$ cat config.mk
export PLATFORM = sky130hd
export DESIGN_NAME = warp_coalescer
export DESIGN_NICKNAME = d
export VERILOG_FILES = /design/src/rtl/coalesce_pkg.sv /design/src/rtl/lowest_lane_pick.sv /design/src/rtl/segment_match.sv /design/src/rtl/warp_coalescer.sv
export SDC_FILE = /design/constraint.sdc
export NUM_CORES = 2
export LEC_CHECK = 0
export CORE_AREA = 2 2 436 438
export DETAILED_ROUTE_END_ITERATION = 10
export DIE_AREA = 0 0 438 440
export GPL_ROUTABILITY_DRIVEN = 1
export SLEW_MARGIN = 20
export SYNTH_ARGS = -nofsm -noshare
export SYNTH_HDL_FRONTEND = slang
export SYNTH_SLANG_ARGS = --single-unit
$ cat constraint.sdc
create_clock -name clk -period 6.2 [get_ports clk]
set_input_delay 1.55 -clock clk [delete_from_list [all_inputs] [get_ports clk]]
set_output_delay 1.55 -clock clk [all_outputs]
set_load 0.1 [all_outputs]
$ cat src/rtl/coalesce_pkg.sv
package coalesce_pkg;

    typedef enum logic [1:0] {
        ST_IDLE   = 2'd0,
        ST_ISSUE  = 2'd1,
        ST_FINISH = 2'd2
    } coal_state_e;

endpackage

$ cat src/rtl/lowest_lane_pick.sv
// Finds the lowest-numbered set bit of a lane vector.
module lowest_lane_pick #(
    parameter int N = 32,
    localparam int IDX_W = (N > 1) ? $clog2(N) : 1
) (
    input  logic [N-1:0]     lanes,
    output logic [IDX_W-1:0] idx,
    output logic             any
);

    always_comb begin
        idx = '0;
        any = 1'b0;
        for (int i = N - 1; i >= 0; i--) begin
            if (lanes[i]) begin
                idx = IDX_W'(i);
                any = 1'b1;
            end
        end
    end

endmodule

$ cat src/rtl/segment_match.sv
// Marks every pending lane whose address lies in the segment named by key.
module segment_match #(
    parameter int N       = 32,
    parameter int ADDR_W  = 32,
    parameter int SEG_LSB = 7,
    localparam int KEY_W  = ADDR_W - SEG_LSB
) (
    input  logic [N-1:0][ADDR_W-1:0] addr,
    input  logic [N-1:0]             pend,
    input  logic [KEY_W-1:0]         key,
    output logic [N-1:0]             hit
);

    for (genvar g = 0; g < N; g++) begin : g_lane
        assign hit[g] = pend[g] && (addr[g][ADDR_W-1:SEG_LSB] == key);
    end

endmodule

$ cat src/rtl/warp_coalescer.sv
module warp_coalescer
    import coalesce_pkg::*;
#(
    parameter int LANES     = 32,
    parameter int ADDR_W    = 32,
    parameter int SEG_BYTES = 128,
    localparam int SEG_LSB  = $clog2(SEG_BYTES),
    localparam int KEY_W    = ADDR_W - SEG_LSB,
    localparam int LEAD_W   = (LANES > 1) ? $clog2(LANES) : 1,
    localparam int CNT_W    = $clog2(LANES + 1)
) (
    input  logic                    clk,
    input  logic                    rst_n,
    input  logic                    req_valid,
    output logic                    req_ready,
    input  logic [LANES*ADDR_W-1:0] req_addr,
    input  logic [LANES-1:0]        req_mask,
    output logic                    txn_valid,
    input  logic                    txn_ready,
    output logic [ADDR_W-1:0]       txn_addr,
    output logic [LANES-1:0]        txn_lanes,
    output logic                    done,
    output logic [CNT_W-1:0]        done_count
);

    typedef struct packed {
        coal_state_e                   state;
        logic [LANES-1:0][ADDR_W-1:0]  addr;
        logic [LANES-1:0]              pend;
        logic [CNT_W-1:0]              count;
    } coal_regs_t;

    coal_regs_t r_q, r_d;

    logic [LEAD_W-1:0] lead_idx;
    logic              lead_any;
    logic [KEY_W-1:0]  lead_key;
    logic [LANES-1:0]  seg_hit;
    logic [LANES-1:0]  pend_after;

    lowest_lane_pick #(.N(LANES)) u_pick (
        .lanes (r_q.pend),
        .idx   (lead_idx),
        .any   (lead_any)
    );

    assign lead_key = r_q.addr[lead_idx][ADDR_W-1:SEG_LSB];

    segment_match #(.N(LANES), .ADDR_W(ADDR_W), .SEG_LSB(SEG_LSB)) u_match (
        .addr (r_q.addr),
        .pend (r_q.pend),
        .key  (lead_key),
        .hit  (seg_hit)
    );

    assign pend_after = r_q.pend & ~seg_hit;

    assign req_ready  = (r_q.state == ST_IDLE);
    assign txn_valid  = (r_q.state == ST_ISSUE) && lead_any;
    assign txn_addr   = {lead_key, {SEG_LSB{1'b0}}};
    assign txn_lanes  = seg_hit;
    assign done       = (r_q.state == ST_FINISH);
    assign done_count = r_q.count;

    always_comb begin
        r_d = r_q;
        unique case (r_q.state)
            ST_IDLE: begin
                if (req_valid) begin
                    r_d.addr  = req_addr;
                    r_d.pend  = req_mask;
                    r_d.count = '0;
                    r_d.state = (|req_mask) ? ST_ISSUE : ST_FINISH;
                end
            end
            ST_ISSUE: begin
                if (txn_ready && lead_any) begin
                    r_d.pend  = pend_after;
                    r_d.count = r_q.count + CNT_W'(1);
                    if (pend_after == '0) begin
                        r_d.state = ST_FINISH;
                    end
                end
            end
            ST_FINISH: begin
                r_d.state = ST_IDLE;
            end
            default: begin
                r_d.state = ST_IDLE;
            end
        endcase
    end

    always_ff @(posedge clk) begin
        if (!rst_n) begin
            r_q <= '0;
        end else begin
            r_q <= r_d;
        end
    end

    // once a request is taken, no second one is taken next cycle
    assert_accept_blocks_R1: assert property (@(posedge clk) disable iff (!rst_n)
        (req_valid && req_ready) |=> !req_ready);

    // a stalled transaction holds still
    assert_hold_on_stall_R9: assert property (@(posedge clk) disable iff (!rst_n)
        (txn_valid && !txn_ready) |=> (txn_valid && $stable(txn_addr) && $stable(txn_lanes)));

    // the leading lane is always part of the presented transaction
    assert_txn_not_empty_R8: assert property (@(posedge clk) disable iff (!rst_n)
        txn_valid |-> (txn_lanes != '0));

    // pending lanes never grow while issuing
    assert_pend_shrinks_R6: assert property (@(posedge clk) disable iff (!rst_n)
        (r_q.state == ST_ISSUE) |=> ((r_q.pend & ~$past(r_q.pend)) == '0));

    // served lanes are removed, each lane served once
    assert_served_cleared_R10: assert property (@(posedge clk) disable iff (!rst_n)
        (txn_valid && txn_ready) |=> ((r_q.pend & $past(txn_lanes)) == '0));

    // completion is a single-cycle pulse followed by idle
    assert_done_pulse_R10: assert property (@(posedge clk) disable iff (!rst_n)
        done |=> (!done && req_ready));

    // completion and issue never overlap; count bounded by lane count
    assert_done_quiet_R10: assert property (@(posedge clk) disable iff (!rst_n)
        done |-> (!txn_valid && (done_count <= CNT_W'(LANES))));

endmodule

### Yosys cells after proc, flatten, opt, wreduce, memory -nomap -nowiden

Index checks and enable logic that the tools add are counted.
Widths: inputs -> output; s select.

* add/sub/neg operators: 1
* order comparisons: 1
* eq/ne operators: 37
* muxes and demuxes: 73
* bitwise operators: 2
* reductions and logical operators: 41

Operators with widths (number)
* $mux 1064: 1
* $eq 25x25->1: 32
* $bmux 32 s5: 1
* $mux 5: 32
* $pmux 38 s2: 1
* $mux 38: 1
* $logic_and 1x1->1: 34
* $and 32x32->32: 1
* $logic_not 32->1: 1
* $mux 1: 32
* $mux 32: 1
* $not 32->32: 1
* $reduce_or 32->1: 1
* $add 6x1->6 const B: 1
* $lt 5x6->1 const B: 1
* $mux 2: 3
* $reduce_and 3->1: 2
* $ne 2x1->1 const B: 2
* $pmux 2 s2: 1
* $eq 2x1->1 const B: 1
* $eq 2x2->1 const B: 1
* $logic_not 2->1: 1
* $ne 2x2->1 const B: 1
* $reduce_and 2->1: 1
* $reduce_bool 2->1: 1

* flip-flop bits (word level): 1064

### Logic depth before layout (Yosys ltp)

* depth in word-level cells: 42
* mapped depth: 26
* gate-level depth less buffers: 18

### Modules after synthesis

A second synthesis with hierarchy kept.

* cells, all modules: 6832
* area total of the unflattened synthesis: 56502.9 um2

By module, submodules not included
* warp_coalescer: times used 1, cells each 5579, area each 46284.4 um2, seq. area each 21300.4 um2
* segment_match: times used 1, cells each 1188, area each 9848.2 um2, seq. area each 0.0 um2
* lowest_lane_pick: times used 1, cells each 65, area each 370.4 um2, seq. area each 0.0 um2

### Worst setup path before layout

Ideal clock, no wire load.

* path type: register to output
* from: register r_q[10] in the netlist's numbering
* to: output txn_lanes[19]
* data arrival time: 7451 ps
* required time: 4650 ps
* setup slack: -2801 ps
* cell stages (with the launch flop): 19
* buffers on the path: 6
* path through: dfxtp_1 or2_1 o211a_1 or2_0 clkbuf_2 o21ai_2 buf_6 buf_6 buf_2 clkbuf_1 nand2_1 a32oi_1 nand4_1 mux2i_1 clkbuf_1 xnor2_1 nand4_1 or2_2 nor4_1

* cells in the longest elaborated chain, start to end: 9

Ends and longest elaborated chain
* from (decl): line warp_coalescer.sv:33 `coal_regs_t r_q, r_d;`
* from (signal assigned): line warp_coalescer.sv:98 `r_q <= r_d;`
* $mux 5 (5 in series): line lowest_lane_pick.sv:15 `if (lanes[i]) begin`
* $bmux 32 s5: line warp_coalescer.sv:47 `assign lead_key = r_q.addr[lead_idx][ADDR_W-1:SEG_LSB];`
* $mux 32 (implied by the code): line warp_coalescer.sv:47
* net txn_addr[24]: line warp_coalescer.sv:20 `output logic [ADDR_W-1:0] txn_addr,`
* $eq 25x25->1: line segment_match.sv:15 `assign hit[g] = pend[g] && (addr[g][ADDR_W-1:SEG_LSB] == key);`
* $logic_and 1x1->1: line segment_match.sv:15
* to (decl): line warp_coalescer.sv:21 `output logic [LANES-1:0] txn_lanes,`

The timed path passes the listed nets, and every way through them passes these cells. The select of a mux whose other input is x is not followed.

### Final worst setup path

* from: register r_q[30] in the netlist's numbering
* to: output txn_lanes[23]

* cells in the longest elaborated chain, start to end: 29

Ends and longest elaborated chain (line)
* $mux 5 (25 in series): lowest_lane_pick.sv:15
* $bmux 32 s5: warp_coalescer.sv:47
* $mux 32 (implied by the code): warp_coalescer.sv:47
* $eq 25x25->1: segment_match.sv:15
* $logic_and 1x1->1: segment_match.sv:15

Every way passes these cells. The select of a mux whose other input is x is not followed.

==> results.sh <==
export IMPL_slowest_stage="nor4_4"
export IMPL_violations="setup timing"
export IMPL_clkSinkCount=840
export IMPL_cap_violations=0
export IMPL_worst_slew_pin_slew_ns=1.08
export IMPL_synth_edff_count=0
export IMPL_yosys_warnings=0
export IMPL_power_leakage_nw=33.0
export IMPL_fin_nets=9718
export IMPL_yosys_most_used_dff="dfxtp_1"
export IMPL_endpoint="txn_lanes[23]"
export IMPL_seq_area_um2=16800
export IMPL_min_period_over_period=1.24
export IMPL_final_max_slew_viol_count=0
export IMPL_gp_routability_congestion=1.10
export IMPL_wl_per_cell_um=36.6
export IMPL_die_h_um=440
export IMPL_portBuffers=901
export IMPL_final_area_um2=83800
export IMPL_status="complete, but fails checks"
export IMPL_chipWidth_um=438
export IMPL_cts_buffer_depth=3
export IMPL_critPathMaxFanout=6
export IMPL_std_cell_rows=160
export IMPL_crit_family="simple AND/OR/NAND/NOR gates"
export IMPL_hold_viol_final=0
export IMPL_min_period_ns=7.70
export IMPL_crit_required_ns=4.65
export IMPL_grt_overflow_total=0
export IMPL_cts_inserted_buffers=92
export IMPL_grt_usage=0.409
export IMPL_p_per_area_nw_per_um2=467
export IMPL_path_depth=23
export IMPL_htree_levels=3
export IMPL_setup_tns_ns=-38.25
export IMPL_fillCellCount=18921
export IMPL_critPathLaunch="r_q[30]"
export IMPL_viasPerCell=5.57
export IMPL_core_area_um2=189000
export IMPL_setup_viol=38
export IMPL_clk_latency_ns=0.84
export IMPL_grt_max_degree=206
export IMPL_die_area_um2=193000
export IMPL_synth_distinct_cells=102
export IMPL_antenna_left=0
export IMPL_first_global_vias=59204
export IMPL_crit_path_max_incr_delay_ns=0.63
export IMPL_cts_root_buf="clkbuf_16"
export IMPL_r2r_start="r_q[30]"
export IMPL_fin_ws_ns=-1.50
export IMPL_placed_area_um2=73800
export IMPL_start_util=0.278
export IMPL_synth_area_um2=52400
export IMPL_grt_pass1_wl_um=531000
export IMPL_holdBufCountCts=0
export IMPL_clk_pin_slew_ns=0.06
export IMPL_drt_iter0_markers=7550
export IMPL_dpl_hpwl_um=340000
export IMPL_worst_setup_path_end_kind="output port"
export IMPL_antenna_found_initial=23
export IMPL_ios=1133
export IMPL_vias=62668
export IMPL_multiInputGateArea_um2=36400
export IMPL_tritoncts="built"
export IMPL_layout_drive_gt1_share=0.256
export IMPL_area_delta_synth_final_pct=59.8
export IMPL_relSlewSlack=0.276
export IMPL_r2r_setup_slack_ns=-0.13
export IMPL_dr_pass1_iters=6
export IMPL_max_freq_mhz=130
export IMPL_start_kind="register"
export IMPL_async_reset_ff_frac=0
export IMPL_rsz0062_at_grt="yes"
export IMPL_r2r_cells=29
export IMPL_path_buf_inv=10
export IMPL_irDropWorstVdd_mv=0.297
export IMPL_r2r_end="r_q[1063]"
export IMPL_syn_inst=6694
export IMPL_drcViolationCount=0
export IMPL_path_cells="or4_4 -> buf_6 -> o211a_4 -> buf_6 -> nor3_4 -> a21oi_4 -> nor3_4 -> buf_12 -> buf_8 -> a32oi_1 -> buf_4 -> nand4_1 -> buf_6 -> buf_6 -> buf_4 -> xor2_1 -> nand2_1 -> nor4_1 -> a31oi_1 -> nor4_4 -> buf_6 -> and2_4 -> buf_12"
export IMPL_min_path_type="register to register"
export IMPL_arrival_ns=6.15
export IMPL_yosysSeqAreaShare=0.321
export IMPL_worst_setup_path_type="register to output port"
export IMPL_routed_wirelength_um=412000
export IMPL_cpMostUsedCell="buf_6"
export IMPL_synth_area_per_cell_um2=7.83
export IMPL_synth_seq_cells=840
export IMPL_fin_worst_skew_ns=0.0882
-- flip-flops by register name, summed over array words and instances, names as in the netlist --
signal      flops
r_q           834
done_count      6
-- cells in the final DEF, fill, tap and decap left out, types with 25 or more instances in the layout --
cell type	Yosys	final
xnor2_1	385	370
a32oi_2	0	25
nand3_1	115	104
nor2_1	117	96
o21ai_0	138	124
a32oi_1	89	50
a22oi_1	30	25
o22ai_1	39	28
buf_12	0	220
xor2_2	0	26
xor2_1	502	472
mux2i_1	193	166
nor4_2	4	48
nor3_1	65	43
clkdlybuf4s50_1	0	844
nor4_1	122	58
nand2_1	1901	1879
buf_8	1	39
clkbuf_16	0	98
nor2b_1	27	26
a21oi_1	130	118
a21boi_0	805	805
buf_4	64	1147
nand4_1	117	117
inv_1	38	37
dfxtp_1	840	824
buf_6	36	124
-- logic make-up (layout without fill, tap and decap cells) --
| logic type | count (synthesis) | in the layout | share of synthesized area |
|---|---|---|---|
| compound gates | 1534 | 1534 | 0.215 |
| mux | 220 | 220 | 0.0447 |
| simple gates | 2640 | 2640 | 0.218 |
| buf+inv | 571 | 2605 | 0.0529 |
| xor+xnor | 887 | 887 | 0.148 |
| other cells | 1 | 22 | 0.0000715 |
| fa+ha+maj | 1 | 1 | 0.000239 |
| flops | 840 | 840 | 0.321 |
-- area by class of cell --
| type | count | share of cell area |
|---|---|---|
| tap | 2511 | 0.0375 |
| timing repair buffer | 2393 | 0.286 |
| clock inverter | 46 | 0.00726 |
| clock buffer | 125 | 0.0314 |
| inverter | 41 | 0.00202 |
| multi-input combinational | 5289 | 0.435 |
| sequential | 840 | 0.201 |
| antenna | 15 | 0.000448 |
-- worst min-delay path by stage --
stage                   from  endpoint  slack (ns)  depth (start not counted)
floorplan            r_q[47]   r_q[47]        0.44                          2
global placement    r_q[339]  r_q[339]        0.46                          2
detailed placement  r_q[351]  r_q[351]        0.47                          2
CTS                 r_q[351]  r_q[351]        0.48                          2
global route         r_q[69]   r_q[69]        0.50                          2
finish              r_q[351]  r_q[351]        0.48                          2
-- Yosys cell counts, types with 31 or more instances --
library cell | count | area [um2]
a21oi_1 | 130 | 651
mux2i_1 | 193 | 1930
inv_1 | 38 | 143
nand4_1 | 117 | 732
nor2_1 | 117 | 439
buf_6 | 36 | 405
nand3_1 | 115 | 576
buf_4 | 64 | 480
xor2_1 | 502 | 4400
clkbuf_1 | 332 | 1250
o22ai_1 | 39 | 244
buf_2 | 87 | 435
a32oi_1 | 89 | 780
o21ai_0 | 138 | 691
nor4_1 | 122 | 763
nand2_1 | 1901 | 7140
a21boi_0 | 805 | 6040
dfxtp_1 | 840 | 16800
xnor2_1 | 385 | 3370
nor3_1 | 65 | 325
a2111oi_0 | 31 | 272
and2_1 | 46 | 288
-- worst min-delay path, delay by kind of cell (launching register included) --
kind | cells | cell delay, ns
compound gates | 1 | 0.07
flops | 1 | 0.31
simple gates | 1 | 0.05
-- metal layers --
| layer | wire length (um) | global-route usage |
|---|---|---|
| met1 | 168000 | 0.526 |
| met2 | 174000 | 0.622 |
| met3 | 35200 | 0.0759 |
| met4 | 35100 | 0.271 |
| met5 | 80 | 0 |
-- metrics by stage --
step	setup slack, ns	power, mW	util	hold WS, ns	cells
global placement	-2.26	28.2	0.391	0.459	10821
CTS	-1.38	36.0	0.425	0.480	11100
global route	-1.53	39.4	0.444	0.505	11246
floorplan	-0.217	15.4	-	0.443	6700
detailed placement	-1.80	28.2	0.391	0.471	10822
finish	-1.50	39.1	0.444	0.477	11260
-- power by group --
part	total, mW	internal (mW)	switching (mW)
Sequential	6.45	5.74	0.713
Combinational	26.7	11.2	15.5
Clock	5.96	3.36	2.60
-- repair_timing --
action,CTS,global route
setup buffers,104,173
gates cloned,5,4
pin swaps,97,193
endpoints found under the setup margin,66,49
gates resized for setup,440,466
Note: power is estimated with default switching activity, not from simulation.
